===== src/rtl/tmr_pkg.sv =====
package tmr_pkg;

  typedef enum logic [1:0] {
    DIR_UP   = 2'd0,
    DIR_DOWN = 2'd1,
    DIR_TRI  = 2'd2,
    DIR_RSV  = 2'd3
  } tmr_dir_e;

  typedef enum logic [2:0] {
    MD_FREE      = 3'd0,
    MD_ONE_END   = 3'd1,
    MD_ONE_MATCH = 3'd2,
    MD_RLD_END   = 3'd3,
    MD_RLD_MATCH = 3'd4
  } tmr_mode_e;

  // Triangle heading: leave an end in the only legal direction, else keep heading.
  function automatic logic tri_heads_up(logic phase_up, logic at_top, logic at_bottom);
    return at_bottom | (phase_up & ~at_top);
  endfunction

  // Heading after a triangle step, derived from where the step landed.
  function automatic logic tri_phase_after(logic went_up, logic land_top, logic land_bottom);
    return went_up ? ~land_top : land_bottom;
  endfunction

endpackage


===== src/rtl/tmr_step_unit.sv =====
module tmr_step_unit
  import tmr_pkg::*;
#(
  parameter int WIDTH = 32
) (
  input  logic             adv,
  input  logic [WIDTH-1:0] cur,
  input  logic             phase_up,
  input  logic [1:0]       dir,
  input  logic [2:0]       mode,
  input  logic [WIDTH-1:0] match_val,
  input  logic [WIDTH-1:0] reload_val,
  output logic [WIDTH-1:0] nxt_cnt,
  output logic             nxt_phase,
  output logic             ev_ovf,
  output logic             ev_unf,
  output logic             ev_match,
  output logic             ev_term,
  output logic             ev_stop,
  output logic             ev_trig
);

  localparam logic [WIDTH-1:0] ALL1 = '1;
  localparam logic [WIDTH-1:0] ONE  = WIDTH'(1);

  logic             go_up, raw_ovf, raw_unf, arrive, hit, stop_r, trig_r;
  logic [WIDTH-1:0] raw;

  always_comb begin
    raw_ovf   = 1'b0;
    raw_unf   = 1'b0;
    arrive    = 1'b0;
    nxt_phase = phase_up;
    case (dir)
      DIR_DOWN: go_up = 1'b0;
      DIR_TRI:  go_up = tri_heads_up(phase_up, cur == ALL1, cur == '0);
      default:  go_up = 1'b1;
    endcase
    raw = go_up ? cur + ONE : cur - ONE;
    if (dir == DIR_TRI) begin
      raw_ovf   = go_up & (raw == ALL1);
      raw_unf   = ~go_up & (raw == '0);
      arrive    = raw_ovf | raw_unf;
      nxt_phase = tri_phase_after(go_up, raw == ALL1, raw == '0);
    end else if (go_up) begin
      raw_ovf = (cur == ALL1);
      arrive  = (raw == ALL1);
    end else begin
      raw_unf = (cur == '0);
      arrive  = (raw == '0);
    end
    hit     = (raw == match_val);
    stop_r  = 1'b0;
    nxt_cnt = raw;
    case (mode)
      MD_ONE_END:   begin stop_r = arrive; trig_r = arrive; end
      MD_ONE_MATCH: begin stop_r = hit;    trig_r = hit;    end
      MD_RLD_END:   begin trig_r = arrive; if (arrive) nxt_cnt = reload_val; end
      MD_RLD_MATCH: begin trig_r = hit;    if (hit)    nxt_cnt = reload_val; end
      default:      trig_r = raw_ovf | raw_unf;
    endcase
  end

  assign ev_ovf   = adv & raw_ovf;
  assign ev_unf   = adv & raw_unf;
  assign ev_match = adv & hit;
  assign ev_term  = adv & arrive;
  assign ev_stop  = adv & stop_r;
  assign ev_trig  = adv & trig_r;

endmodule


===== src/rtl/tmr_reload_bank.sv =====
module tmr_reload_bank #(
  parameter int WIDTH = 32,
  parameter int NRLD  = 4,
  localparam int IDXW = (NRLD > 1) ? $clog2(NRLD) : 1
) (
  input  logic             clk,
  input  logic             rst_n,
  input  logic             wr,
  input  logic [IDXW-1:0]  waddr,
  input  logic [WIDTH-1:0] wdata,
  input  logic             idx_wr,
  input  logic [IDXW-1:0]  idx_wdata,
  input  logic [1:0]       policy,
  input  logic             step,
  output logic [IDXW-1:0]  idx,
  output logic [WIDTH-1:0] val
);

  localparam logic [IDXW-1:0] LAST = IDXW'(NRLD - 1);
  localparam logic [IDXW-1:0] UNIT = IDXW'(1);

  logic [WIDTH-1:0] bank [NRLD];

  function automatic logic [IDXW-1:0] idx_after(logic [IDXW-1:0] cur, logic [1:0] pol);
    case (pol)
      2'd1:    return (cur == LAST) ? '0 : cur + UNIT;
      2'd2:    return (cur == '0) ? LAST : cur - UNIT;
      default: return cur;
    endcase
  endfunction

  for (genvar g = 0; g < NRLD; g++) begin : g_entry
    always_ff @(posedge clk or negedge rst_n) begin
      if (!rst_n)                          bank[g] <= '0;
      else if (wr && waddr == IDXW'(g))    bank[g] <= wdata;
    end
  end

  always_ff @(posedge clk or negedge rst_n) begin
    if (!rst_n)      idx <= '0;
    else if (idx_wr) idx <= idx_wdata;
    else if (step)   idx <= idx_after(idx, policy);
  end

  assign val = bank[idx];

  AST_IDX_KEEP: assert property (@(posedge clk) disable iff (!rst_n)
    (!idx_wr && (!step || policy == 2'd0)) |=> $stable(idx));

endmodule


===== src/rtl/tmr_flag_unit.sv =====
module tmr_flag_unit (
  input  logic       clk,
  input  logic       rst_n,
  input  logic       set_match,
  input  logic       set_unf,
  input  logic       set_ovf,
  input  logic [2:0] clr,
  input  logic       irq_en,
  input  logic [2:0] irq_cause,
  input  logic       trig_ev,
  input  logic [1:0] route,
  output logic       f_match,
  output logic       f_unf,
  output logic       f_ovf,
  output logic       irq,
  output logic [2:0] trig
);

  always_ff @(posedge clk or negedge rst_n) begin
    if (!rst_n) begin
      f_match <= 1'b0;
      f_unf   <= 1'b0;
      f_ovf   <= 1'b0;
    end else begin
      f_match <= set_match | (f_match & ~clr[0]);
      f_unf   <= set_unf   | (f_unf   & ~clr[1]);
      f_ovf   <= set_ovf   | (f_ovf   & ~clr[2]);
    end
  end

  for (genvar k = 0; k < 3; k++) begin : g_trig
    always_ff @(posedge clk or negedge rst_n) begin
      if (!rst_n) trig[k] <= 1'b0;
      else        trig[k] <= trig_ev && (route == 2'(k + 1));
    end
  end

  always_comb begin
    case (irq_cause)
      3'd0:    irq = irq_en & f_match;
      3'd1:    irq = irq_en & f_unf;
      3'd2:    irq = irq_en & f_ovf;
      default: irq = 1'b0;
    endcase
  end

  AST_STICKY_OVER: assert property (@(posedge clk) disable iff (!rst_n)
    (f_ovf && !clr[2]) |=> f_ovf);
  AST_ONE_TRIGGER: assert property (@(posedge clk) disable iff (!rst_n)
    $onehot0(trig));
  AST_TRIG_FOLLOWS: assert property (@(posedge clk) disable iff (!rst_n)
    !trig_ev |=> (trig == 3'b000));

endmodule


===== src/rtl/span_timer.sv =====
module span_timer
  import tmr_pkg::*;
#(
  parameter int WIDTH = 32,
  parameter int NRLD  = 4,
  localparam int IDXW = (NRLD > 1) ? $clog2(NRLD) : 1
) (
  input  logic             clk,
  input  logic             rst_n,
  input  logic             tick,
  input  logic             ctl_en,
  input  logic             start_set,
  input  logic             start_clr,
  input  logic             soft_rst,
  input  logic [1:0]       dir_sel,
  input  logic [2:0]       mode_sel,
  input  logic [WIDTH-1:0] match_val,
  input  logic             cnt_wr,
  input  logic [WIDTH-1:0] cnt_wdata,
  input  logic             rld_wr,
  input  logic [IDXW-1:0]  rld_addr,
  input  logic [WIDTH-1:0] rld_wdata,
  input  logic             idx_wr,
  input  logic [IDXW-1:0]  idx_wdata,
  input  logic [1:0]       idx_policy,
  input  logic [2:0]       flag_clr,
  input  logic             irq_en,
  input  logic [2:0]       irq_cause,
  input  logic [1:0]       trig_route,
  output logic [WIDTH-1:0] count,
  output logic             run,
  output logic             in_reset,
  output logic [IDXW-1:0]  idx_now,
  output logic             flag_match,
  output logic             flag_under,
  output logic             flag_over,
  output logic             irq,
  output logic             trig_dma1,
  output logic             trig_dma2,
  output logic             trig_uart
);

  logic             start_q, phase_q, adv;
  logic [WIDTH-1:0] nxt_cnt, reload_val;
  logic             nxt_phase;
  logic             ev_ovf, ev_unf, ev_match, ev_term, ev_stop, ev_trig;
  logic [2:0]       trig;

  assign run = ctl_en & start_q & ~in_reset;
  assign adv = tick & run & ~soft_rst & ~cnt_wr;

  tmr_step_unit #(.WIDTH(WIDTH)) u_step (
    .adv(adv), .cur(count), .phase_up(phase_q), .dir(dir_sel), .mode(mode_sel),
    .match_val(match_val), .reload_val(reload_val),
    .nxt_cnt(nxt_cnt), .nxt_phase(nxt_phase),
    .ev_ovf(ev_ovf), .ev_unf(ev_unf), .ev_match(ev_match), .ev_term(ev_term),
    .ev_stop(ev_stop), .ev_trig(ev_trig)
  );

  tmr_reload_bank #(.WIDTH(WIDTH), .NRLD(NRLD)) u_bank (
    .clk(clk), .rst_n(rst_n), .wr(rld_wr), .waddr(rld_addr), .wdata(rld_wdata),
    .idx_wr(idx_wr), .idx_wdata(idx_wdata), .policy(idx_policy), .step(ev_match),
    .idx(idx_now), .val(reload_val)
  );

  tmr_flag_unit u_flags (
    .clk(clk), .rst_n(rst_n), .set_match(ev_match), .set_unf(ev_unf), .set_ovf(ev_ovf),
    .clr(flag_clr), .irq_en(irq_en), .irq_cause(irq_cause), .trig_ev(ev_trig),
    .route(trig_route), .f_match(flag_match), .f_unf(flag_under), .f_ovf(flag_over),
    .irq(irq), .trig(trig)
  );

  assign trig_dma1 = trig[0];
  assign trig_dma2 = trig[1];
  assign trig_uart = trig[2];

  always_ff @(posedge clk or negedge rst_n) begin
    if (!rst_n) begin
      count   <= '0;
      phase_q <= 1'b1;
    end else if (soft_rst) begin
      count   <= '0;
      phase_q <= 1'b1;
    end else if (cnt_wr) begin
      count   <= cnt_wdata;
    end else if (adv) begin
      count   <= nxt_cnt;
      phase_q <= nxt_phase;
    end
  end

  always_ff @(posedge clk or negedge rst_n) begin
    if (!rst_n) begin
      start_q  <= 1'b0;
      in_reset <= 1'b0;
    end else begin
      in_reset <= soft_rst;
      if (ev_stop)        start_q <= 1'b0;
      else if (start_clr) start_q <= 1'b0;
      else if (start_set) start_q <= 1'b1;
    end
  end

  AST_HOLD_IDLE: assert property (@(posedge clk) disable iff (!rst_n)
    (!adv && !cnt_wr && !soft_rst) |=> $stable(count));
  AST_SOFT_CLEARS: assert property (@(posedge clk) disable iff (!rst_n)
    soft_rst |=> (count == '0 && in_reset && !run));
  AST_SINGLE_STOPS: assert property (@(posedge clk) disable iff (!rst_n)
    ev_stop |=> !run);
  AST_STOP_HOLDS: assert property (@(posedge clk) disable iff (!rst_n)
    (ev_stop && !cnt_wr && !soft_rst) |=> $stable(count) == 1'b0 || count == $past(nxt_cnt));

endmodule


===== config.mk =====
export PLATFORM = sky130hd
export DESIGN_NAME = span_timer
export DESIGN_NICKNAME = d
export VERILOG_FILES = /design/src/rtl/tmr_pkg.sv /design/src/rtl/tmr_step_unit.sv /design/src/rtl/tmr_reload_bank.sv /design/src/rtl/tmr_flag_unit.sv /design/src/rtl/span_timer.sv
export SDC_FILE = /design/constraint.sdc
export NUM_CORES = 1
export LEC_CHECK = 0
export ABC_AREA = 1
export BUFFER_PORTS_ARGS = -buffer_cell sky130_fd_sc_hd__buf_2
export CAP_MARGIN = 20
export CORE_UTILIZATION = 40
export DETAILED_ROUTE_END_ITERATION = 7
export HOLD_SLACK_MARGIN = 0.05
export PLACE_DENSITY_LB_ADDON = 0.1
export SLEW_MARGIN = 20
export SYNTH_ARGS = -nofsm -noshare
export SYNTH_HDL_FRONTEND = slang
export SYNTH_HIERARCHICAL = 1
export SYNTH_SLANG_ARGS = --single-unit

===== constraint.sdc =====
create_clock -name clk -period 7.65 [get_ports clk]
set_clock_uncertainty 0.1 [all_clocks]
set_input_delay 0.765 -clock clk [delete_from_list [all_inputs] [get_ports clk]]
set_output_delay 0.765 -clock clk [all_outputs]
set_load 0.02 [all_outputs]

# Word-level counts from Yosys, hierarchy flattened
# Cells that the tools add are included.
[op_classes] n_addsub=4 magnitude_cmp=1 n_eq_ne=21 n_bitwise=35 mux=33 reduce_logical=22
[op_table] op="two-way mux 32 bit" count=8
[op_table] op="binary-select mux 32 bit (select 2 bit)" count=1
[op_table] op="== test 32 bit, second input constant" count=2
[op_table] op="logical NOT 32 bit" count=2
[op_table] op="one-hot mux 32 bit (2 select lines)" count=1
[op_table] op="adder 32 x 1 -> 32 bit, second input constant" count=1
[op_table] op="== test 32 bit" count=1
[op_table] op="subtractor 32 x 1 -> 32 bit, second input constant" count=1
[op_table] op="AND 1 bit" count=19
[op_table] op="== test 2 bit, second input constant" count=7
[op_table] op="two-way mux 1 bit" count=14
[op_table] op="== test 3 x 2 -> 1 bit, second input constant" count=3
[op_table] op="NOT 1 bit" count=9
[op_table] op="nonzero test 3 bit" count=3
[op_table] op="== test 2 x 1 -> 1 bit, second input constant" count=4
[op_table] op="two-way mux 2 bit" count=4
[op_table] op="logical AND 1 bit" count=7
[op_table] op="== test 3 x 1 -> 1 bit, second input constant" count=2
[op_table] op="bitwise OR 1 bit" count=6
[op_table] op="one-hot mux 1 bit (2 select lines)" count=3
[op_table] op="nonzero test 2 bit" count=3
[op_table] op="logical NOT 2 bit" count=2
[op_table] op="one-hot mux 2 bit (2 select lines)" count=1
[op_table] op="OR reduction 2 bit" count=2
[op_table] op="10 further kinds" count=10
[word_totals] output_inout_bits=43 elab_cells=131 regBits=171 in_bits=126

# Depth between registers and ports, before layout
# Gate-level depths: netlist of run 1.
[depth] ltp_word=15 depth_mapped=37 ltp_nobuf=35

# Cells and area by module
# The synthesis of run 1 kept the hierarchy.
[modules_own_cells] module="tmr_step_unit" cells_each=1282 area_per_inst_um2=5977.0 instances=1 seq_area_each_um2=0.0
[modules_own_cells] module="tmr_reload_bank" cells_each=662 area_per_inst_um2=5766.8 instances=1 seq_area_each_um2=3253.1
[modules_own_cells] module="span_timer" cells_each=268 area_per_inst_um2=1984.4 instances=1 seq_area_each_um2=877.1
[modules_own_cells] module="tmr_flag_unit" cells_each=27 area_per_inst_um2=256.5 instances=1 seq_area_each_um2=150.1

# Worst setup path after synthesis of run 1
# Ideal clock, no wire load.
[synth_timing] kind="in2reg" startpoint="input port dir_sel[1]" endpoint="register count[17]" arrival_time_ns=4.018 setup_slack_ns=3.415 setup_time_ns=0.117 required_time_ns=7.433 cell_stages=33 n_path_buf=1 path_cell_list="inv_1 > nor2_1 > inv_1 > nor2_1 > nand2_1 > nand2_4 > inv_1 > fa_1 > inv_1 > nand3_1 > nand2_2 > nand2_1 > nand2_2 > nand2_1 > nand3_1 > nand2_1 > nand2_1 > nand2_1 > nor2_1 > nand2_1 > nor2_1 > nand2_1 > nor2_4 > nand3_4 > nand2_4 > nand2_2 > buf_6 > nand2_1 > nand3_1 > nand2_1 > nand2_1 > nand2_1 > nand2_1"
[synth_via] elab_chain_len=12 word_cells_on_any_way=19 cone_classes="4 x eq/ne; 10 x mux; 4 x bitwise; 1 x reduce/logical"
[synth_lines] item="start: declaration" line_no="span_timer.sv:15" text="input logic [1:0] dir_sel,"
[synth_lines] item="== test 2 bit / == test 2 x 1 -> 1 bit (equally long branches)" line_no="tmr_step_unit.sv:34, tmr_step_unit.sv:40"
[synth_lines] item="one-hot mux 1 bit (2 select lines)" line_no="tmr_step_unit.sv:34" text="case (dir)"
[synth_lines] item="two-way mux 32 bit" line_no="tmr_step_unit.sv:39" text="raw = go_up ? cur + ONE : cur - ONE;"
[synth_lines] item="== test 32 bit / logical NOT 32 bit (equally long branches)"
[synth_lines] item="AND 1 bit (on tied branches)" line_no="tmr_step_unit.sv:41, tmr_step_unit.sv:42"
[synth_lines] item="bitwise OR 1 bit" line_no="tmr_step_unit.sv:43" text="arrive = raw_ovf | raw_unf;"
[synth_lines] item="two-way mux 1 bit" line_no="tmr_step_unit.sv:40" text="if (dir == DIR_TRI) begin"
[synth_lines] item="two-way mux 32 bit" line_no="tmr_step_unit.sv:58" text="MD_RLD_END: begin trig_r = arrive; if (arrive) nxt_cnt = reload_val; end"
[synth_lines] item="one-hot mux 32 bit (2 select lines) *" line_no="tmr_step_unit.sv:55" text="case (mode)"
[synth_lines] item="net nxt_cnt[17]" line_no="span_timer.sv:44" text="logic [WIDTH-1:0] nxt_cnt, reload_val;"
[synth_lines] item="two-way mux 32 bit *" line_no="span_timer.sv:86" text="end else if (adv) begin"
[synth_lines] item="two-way mux 32 bit *" line_no="span_timer.sv:84" text="end else if (cnt_wr) begin"
[synth_lines] item="two-way mux 32 bit *" line_no="span_timer.sv:81" text="end else if (soft_rst) begin"
[synth_lines] item="end signal: assignment" line_no="span_timer.sv:85" text="count <= cnt_wdata;"
[synth_lines] item="end signal: assignment" line_no="span_timer.sv:87" text="count <= nxt_cnt;"
[synth_lines] item="end: declaration" line_no="span_timer.sv:30" text="output logic [WIDTH-1:0] count,"
# The timed path passes the listed nets; every way through them passes the cells marked *. The select of a mux whose other input is x is not followed.
# A chain may end at the register's enable or synchronous reset.

# Worst setup path after layout of run 1
[layout_timing] startpoint="register count[0]" endpoint="register count[27]"
[layout_via] elab_chain_len=15 word_cells_on_any_way=24 cone_classes="2 x add/sub; 3 x eq/ne; 10 x mux; 7 x bitwise; 2 x reduce/logical"
[layout_lines] item="branches (longest 11 deep; another with subtractor 32 x 1 -> 32 bit)"
[layout_lines] item="one-hot mux 32 bit (2 select lines) *" line_no="tmr_step_unit.sv:55"
[layout_lines] item="net nxt_cnt[27]" line_no="span_timer.sv:44"
[layout_lines] item="two-way mux 32 bit *" line_no="span_timer.sv:86"
[layout_lines] item="two-way mux 32 bit *" line_no="span_timer.sv:84"
[layout_lines] item="two-way mux 32 bit *" line_no="span_timer.sv:81"
# Mark *: on every way through the listed nets, which the timed path passes. The select of a mux whose other input is x is not followed.

==> results of run 1 <==
[worst paths after layout]
kind	startpoint	endpoint	slack (ns)
worst min register to register	u_bank/bank[88]$_DFFE_PN0P_	u_bank/bank[88]$_DFFE_PN0P_	0.37
max in group asynchronous	rst_n	u_bank/idx[0]$_DFFE_PN0P_	5.62
worst min-delay path	rst_n	u_bank/bank[67]$_DFFE_PN0P_	0.34
worst max-delay path	count[0]$_DFFE_PN0P_	count[27]$_DFFE_PN0P_	1.51
min in group clk	u_bank/bank[88]$_DFFE_PN0P_	u_bank/bank[88]$_DFFE_PN0P_	0.37
worst max register to register	count[0]$_DFFE_PN0P_	count[27]$_DFFE_PN0P_	1.51
[sequential cells by signal, summed over array words and instances (netlist names)]
register	count
in_reset	1
u_flags/f_unf	1
phase_q	1
u_flags/f_match	1
u_bank/bank	128
start_q	1
count	32
u_flags/f_ovf	1
u_flags/trig	3
u_bank/idx	2
[cell usage after synthesis (2+ instances only)]
library cell	count
nand4_1	56
o21ai_1	14
o21ai_2	20
a21oi_2	7
o21bai_1	4
clkbuf_2	6
or2_2	2
and2_1	2
nand3_2	12
a21boi_0	2
clkbuf_1	23
nand2_2	29
nand2_1	788
buf_4	8
dfrtp_1	170
inv_1	240
nor2_4	5
buf_2	27
xor2_1	5
nor3_1	25
nor2_2	19
xnor2_1	2
o21ai_0	166
nand3b_1	6
o211ai_1	3
nand2_4	5
buf_6	18
o22ai_1	45
inv_2	15
a21oi_1	19
ha_1	34
nand3_1	233
nor2_1	214
[power by group]
part	total [uW]	internal (uW)	switching, uW
Sequential	1130	1030	96.0
Clock	959	570	390
Combinational	1110	335	773
Total	3200	1940	1260
[layout make-up]
cell class	instances	area, um2
clock buffer	20	456.7
clock inverter	12	182.7
fill	3712	18820
inverter	257	965.9
multi-input combinational	1729	8229
sequential	171	4282
tap	455	569.3
timing repair buffer	182	954.7
[critical path: cells and delay by family (launching register included)]
kind                       cells  cell delay, ns
and+or+nand+nor               27            4.09
adders and majority gates      1            0.50
DFF                            1            0.72
buffers and inverters          3            0.62
[metal layers]
| layer | vias up | wire [um] | track usage |
|---|---|---|---|
| li1 | 7453 | - | - |
| met1 | 7094 | 23170 | 0.3881 |
| met2 | 508 | 24500 | 0.4836 |
| met3 | 88 | 2476 | 0.02335 |
| met4 | 0 | 1764 | 0.1073 |
| met5 | - | 0 | 0 |
[cells in the final DEF, fill, tap and decap left out, types with 20 or more instances in the layout]
cell type,n
inv_1,240
o21ai_0,166
o22ai_1,45
nand4_1,56
dfrtp_1,169
ha_1,34
buf_2,167
nand3_1,233
nand2_1,788
nand2_2,29
o21ai_2,20
nor2_1,214
nor3_1,24
[metrics by stage]
step,util,power (uW),worst slack (ns)
3_5_place_dp,0.4353,2231,1.666
3_3_place_gp,0.4353,2220,1.639
2_1_floorplan,-,1858,3.415
4_1_cts,0.4538,3199,1.703
6_report,0.4539,3196,1.515
5_1_grt,0.4539,3386,1.203
[logic make-up (layout without fill, tap and decap cells)]
group | after synthesis | after routing
fa+ha+maj | 35 | 35
flops | 171 | 171
buf+inv | 339 | 471
xor+xnor | 7 | 7
compound gates | 285 | 285
simple gates | 1402 | 1402
==> results.toml, run 1 <==
[sta]
worstMarginPinSlew_ns = 0.9466
slew-limit-headroom = 0.3650
setup_tns_ns = 0
worst_hold_slack_ns = 0.3438
drv_slew = 0
hold_violations = 0
period_minus_slack_ns = 6.135
rsz0062_at_grt = "false"
setup_viol_count_final = 0
fmax_mhz = 163.0
finalCritPeriodShare = 0.8020

[logic_synthesis]
syn_area_um2 = 13980
synth_fa_ha_area_frac = 0.03185
yosys_warnings = 6
ys_ff_latch = 171
synth_top_area_cell = "dfrtp_1"
syn_area_per_cell_um2 = 6.246
synth_mux_area_frac = 0
synth_edf_count = 0
yosys.area_share.simple = 0.4353
synthTopCellsByArea = "dfrtp_1 30%, nand2_1 21%, nand3_1 8.3%"
async_flop_share = 1.000
synth_top_area_share = 0.3042
synth_xor_area_frac = 0.004384
synth_nets = 2400
synth_top_family_by_area = "simple AND/OR/NAND/NOR gates"
ys_types = 48
synth_compound_area_frac = 0.1166
yosysSeqAreaShare = 0.3061
ys.flop_type = "dfrtp_1"
syn_inst = 2239

[setup_path]
worst_setup_path_start_kind = "flop"
crit_type = "reg2reg"
rr_worst_depth = 31
critical_path.max_fanout = 38
cpMaxStageDelayCell = "dfrtp_1"
required_ns = 7.91
setup.worst_path.end_class = "flop"
slowest_delay_ns = 0.72
worst_ep_arrival_time_ns = 6.40
cpMostUsedCell = "nand2_1"

[clocking]
clock_sinks = 171
cts_tree = "done"
cts-root-buf = "clkbuf_16"
cts_made_buffers = 17
clockBufferDepth = 2
holdBufCountCts = 0
htreeDepth = 4
worstSkewPairLatency_ns = 0.44
path_clk_slew_ns = 0.08
cts_resized = 0
cts_setup_buffers = 0

[pwr]
irDropWorstVdd_mv = 0.1453
p_per_area_nw_per_um2 = 204.3
p_leak_uw = 0.008424

[run]
drv_cap = 0

[route]
ant_nets = 0
via_per_inst = 5.358
wirelength_um = 51910
first_pass_iters = 6
drcViolationCount = 0
dr_total_vias = 15140
wire_per_inst_um = 18.37
drt_iter0_drc = 1440

[global_route]
antenna_found_initial = 0
grt.total_usage = 0.2889
grt_max_degree = 107
grt_pass1_wl_um = 79870
grt_pass1_vias = 14140
grt_overflow = 0

[final_layout]
syn2layout_area_growth_pct = 11.84
fin_area_um2 = 15640
n_antenna_cell = 0
layout-drive-gt1-share = 0.1417
fin_cells = 2826
nNetsFinal = 2519

[die]
core-area_um2 = 34460
dieArea_um2 = 35710
initial_core_util = 0.4058
die_w_um = 189.0
rows = 68
die_h_um = 189.0
pin_count = 169

[placed_design]
dp.final_hpwl_um = 38580
gp_congestion = 0.9736
place_area_um2 = 15000
numPortBuffers = 168
placed_cells = 2794

[min_path]
hold_path_class = "in2async"

[outcome]
status = "finished clean"
Power figures use the tool's default switching activity.
==> run 2, diff against run 1 <==
==> constraint.sdc (replaced) <==
create_clock -name clk -period 5.5 [get_ports clk]
set_clock_uncertainty 0.1 [all_clocks]
set_input_delay 0.55 -clock clk [delete_from_list [all_inputs] [get_ports clk]]
set_output_delay 0.55 -clock clk [all_outputs]
set_load 0.02 [all_outputs]
==> results.toml, run 2 (synthesis results as in run 1) <==
[outcome]
status = "finished clean"

[die]
die_w_um = 189.0
initial_core_util = 0.4058
die_h_um = 189.0
pin_count = 169
core-area_um2 = 34460
rows = 68
dieArea_um2 = 35710

[placed_design]
dp.final_hpwl_um = 39500
numPortBuffers = 168
gp_congestion = 0.9864

[setup_path]
required_ns = 5.80
worst_ep_arrival_time_ns = 5.52
reg2reg_slack_ns = 0.27
crit_type = "reg2reg"
critical_path.max_fanout = 22
cp-endpoint = "count[17]$_DFFE_PN0P_"
rr_worst_depth = 33
cpMostUsedCell = "nand2_1"
r2r_start = "count[31]$_DFFE_PN0P_"
r2r-end = "count[17]$_DFFE_PN0P_"
setup.worst_path.end_class = "flop"
worst_setup_path_start_kind = "flop"
slowest_delay_ns = 0.45
cpMaxStageDelayCell = "fa_1"
startpoint = "count[31]$_DFFE_PN0P_"

[final_layout]
n_antenna_cell = 0
top_register = "u_bank/bank"
most-common-layout-cells = "784 x nand2_1, 240 x inv_1, 233 x nand3_1"
nNetsFinal = 2567
final_common_cell = "nand2_1"
reg.largest.list = "u_bank/bank x128, count x32, u_flags/trig x3"
syn2layout_area_growth_pct = 14.50
largest_reg_flops = 128
post-route-util = 0.4647
layout-drive-gt1-share = 0.1625

[sta]
worstMarginPinSlew_ns = 0.8397
worst_hold_slack_ns = 0.05883
hold_violations = 0
fmax_mhz = 191.3
setup_viol_count_final = 0
finalCritPeriodShare = 0.9503
rsz0062_at_grt = "false"
drv_slew = 0
period_minus_slack_ns = 5.227
slew-limit-headroom = 0.4367

[clocking]
path_clk_slew_ns = 0.09
htreeDepth = 4
cts-root-buf = "clkbuf_16"
worstSkewPairLatency_ns = 0.46
cts_tree = "done"
cts_made_buffers = 17
clockBufferDepth = 2
holdBufCountCts = 0
clock_sinks = 171

[route]
ant_nets = 0
dr_total_vias = 15450
drt_iter0_drc = 1472
wirelength_um = 52480
via_per_inst = 5.376
drcViolationCount = 0
wire_per_inst_um = 18.26
first_pass_iters = 7

[pwr]
p_per_area_nw_per_um2 = 275.6
irDropWorstVdd_mv = 0.1823
p_leak_uw = 0.008652

[global_route]
grt_overflow = 0
grt.total_usage = 0.2927
grt_pass1_wl_um = 80740
grt_max_degree = 86
grt_pass1_vias = 14500
antenna_found_initial = 0

[run]
drv_cap = 0

[min_path]
hold_path_class = "in2async"
## run 2: worst min path at each step
stage	from	slack, ns	to	cells after the start
6_report	rst_n	0.06	u_bank/bank[6]$_DFFE_PN0P_	1
5_1_grt	rst_n	0.14	u_bank/bank[6]$_DFFE_PN0P_	1
4_1_cts	rst_n	0.12	count[14]$_DFFE_PN0P_	1
3_5_place_dp	u_bank/bank[72]$_DFFE_PN0P_	0.36	u_bank/bank[72]$_DFFE_PN0P_	2
3_3_place_gp	u_bank/bank[73]$_DFFE_PN0P_	0.36	u_bank/bank[73]$_DFFE_PN0P_	2
2_1_floorplan	rst_n	0.15	count[0]$_DFFE_PN0P_	0
## run 2: what timing repair did
| item | in CTS | in global routing |
|---|---|---|
| hold endpoints to repair | 0 | 0 |
| endpoints found under the setup margin | 0 | 37 |
| gates resized for setup | 0 | 13 |
| buffers inserted | 0 | 2 |
## run 2: layout make-up
| class | instances | area (um2) |
|---|---|---|
| fillers | 3737 | 18450 |
| multi-input cells | 1731 | 8304 |
| flip-flops and latches | 171 | 4282 |
| repair buffers | 228 | 1297 |
| inverters | 257 | 965.9 |
| well taps | 455 | 569.3 |
| clock buffers | 18 | 439.2 |
| clock inverters | 14 | 155.1 |
## run 2: worst max-delay path, delay by kind of cell (launching register included)
family	cells	cell delay, ns
fa+ha+maj	1	0.45
buf+inv	5	0.77
flops	1	0.35
simple gates	27	3.46
## run 2: per-stage QoR
stage               worst slack (ns)  area, um2  cells  setup TNS, ns  total power [uW]
floorplan                      1.450      13980   2239              0              2584
global placement            -0.09319      15330   2838        -0.4867              3124
detailed placement          0.001942      15330   2838              0              3140
CTS                          0.01867      15920   2870              0              4407
global route                0.003989      16010   2874              0              4688
finish                        0.2732      16010   2874              0              4412
## run 2: metal layers
layer / up-vias / track usage / wire, um
met5: - / 0 / 0
met4: 0 / 0.1374 / 2389
met3: 118 / 0.02892 / 3359
met2: 622 / 0.4798 / 24200
met1: 7160 / 0.3879 / 22530
li1: 7552 / - / -
## run 2: power breakdown
| group | switching (uW) | internal, uW | leakage [uW] | total, uW |
|---|---|---|---|---|
| combinational | 1110 | 503 | 0.00620 | 1610 |
| sequential | 112 | 1440 | 0.00216 | 1550 |
| clock | 598 | 657 | 0.000288 | 1250 |
| total | 1820 | 2590 | 0.00865 | 4410 |
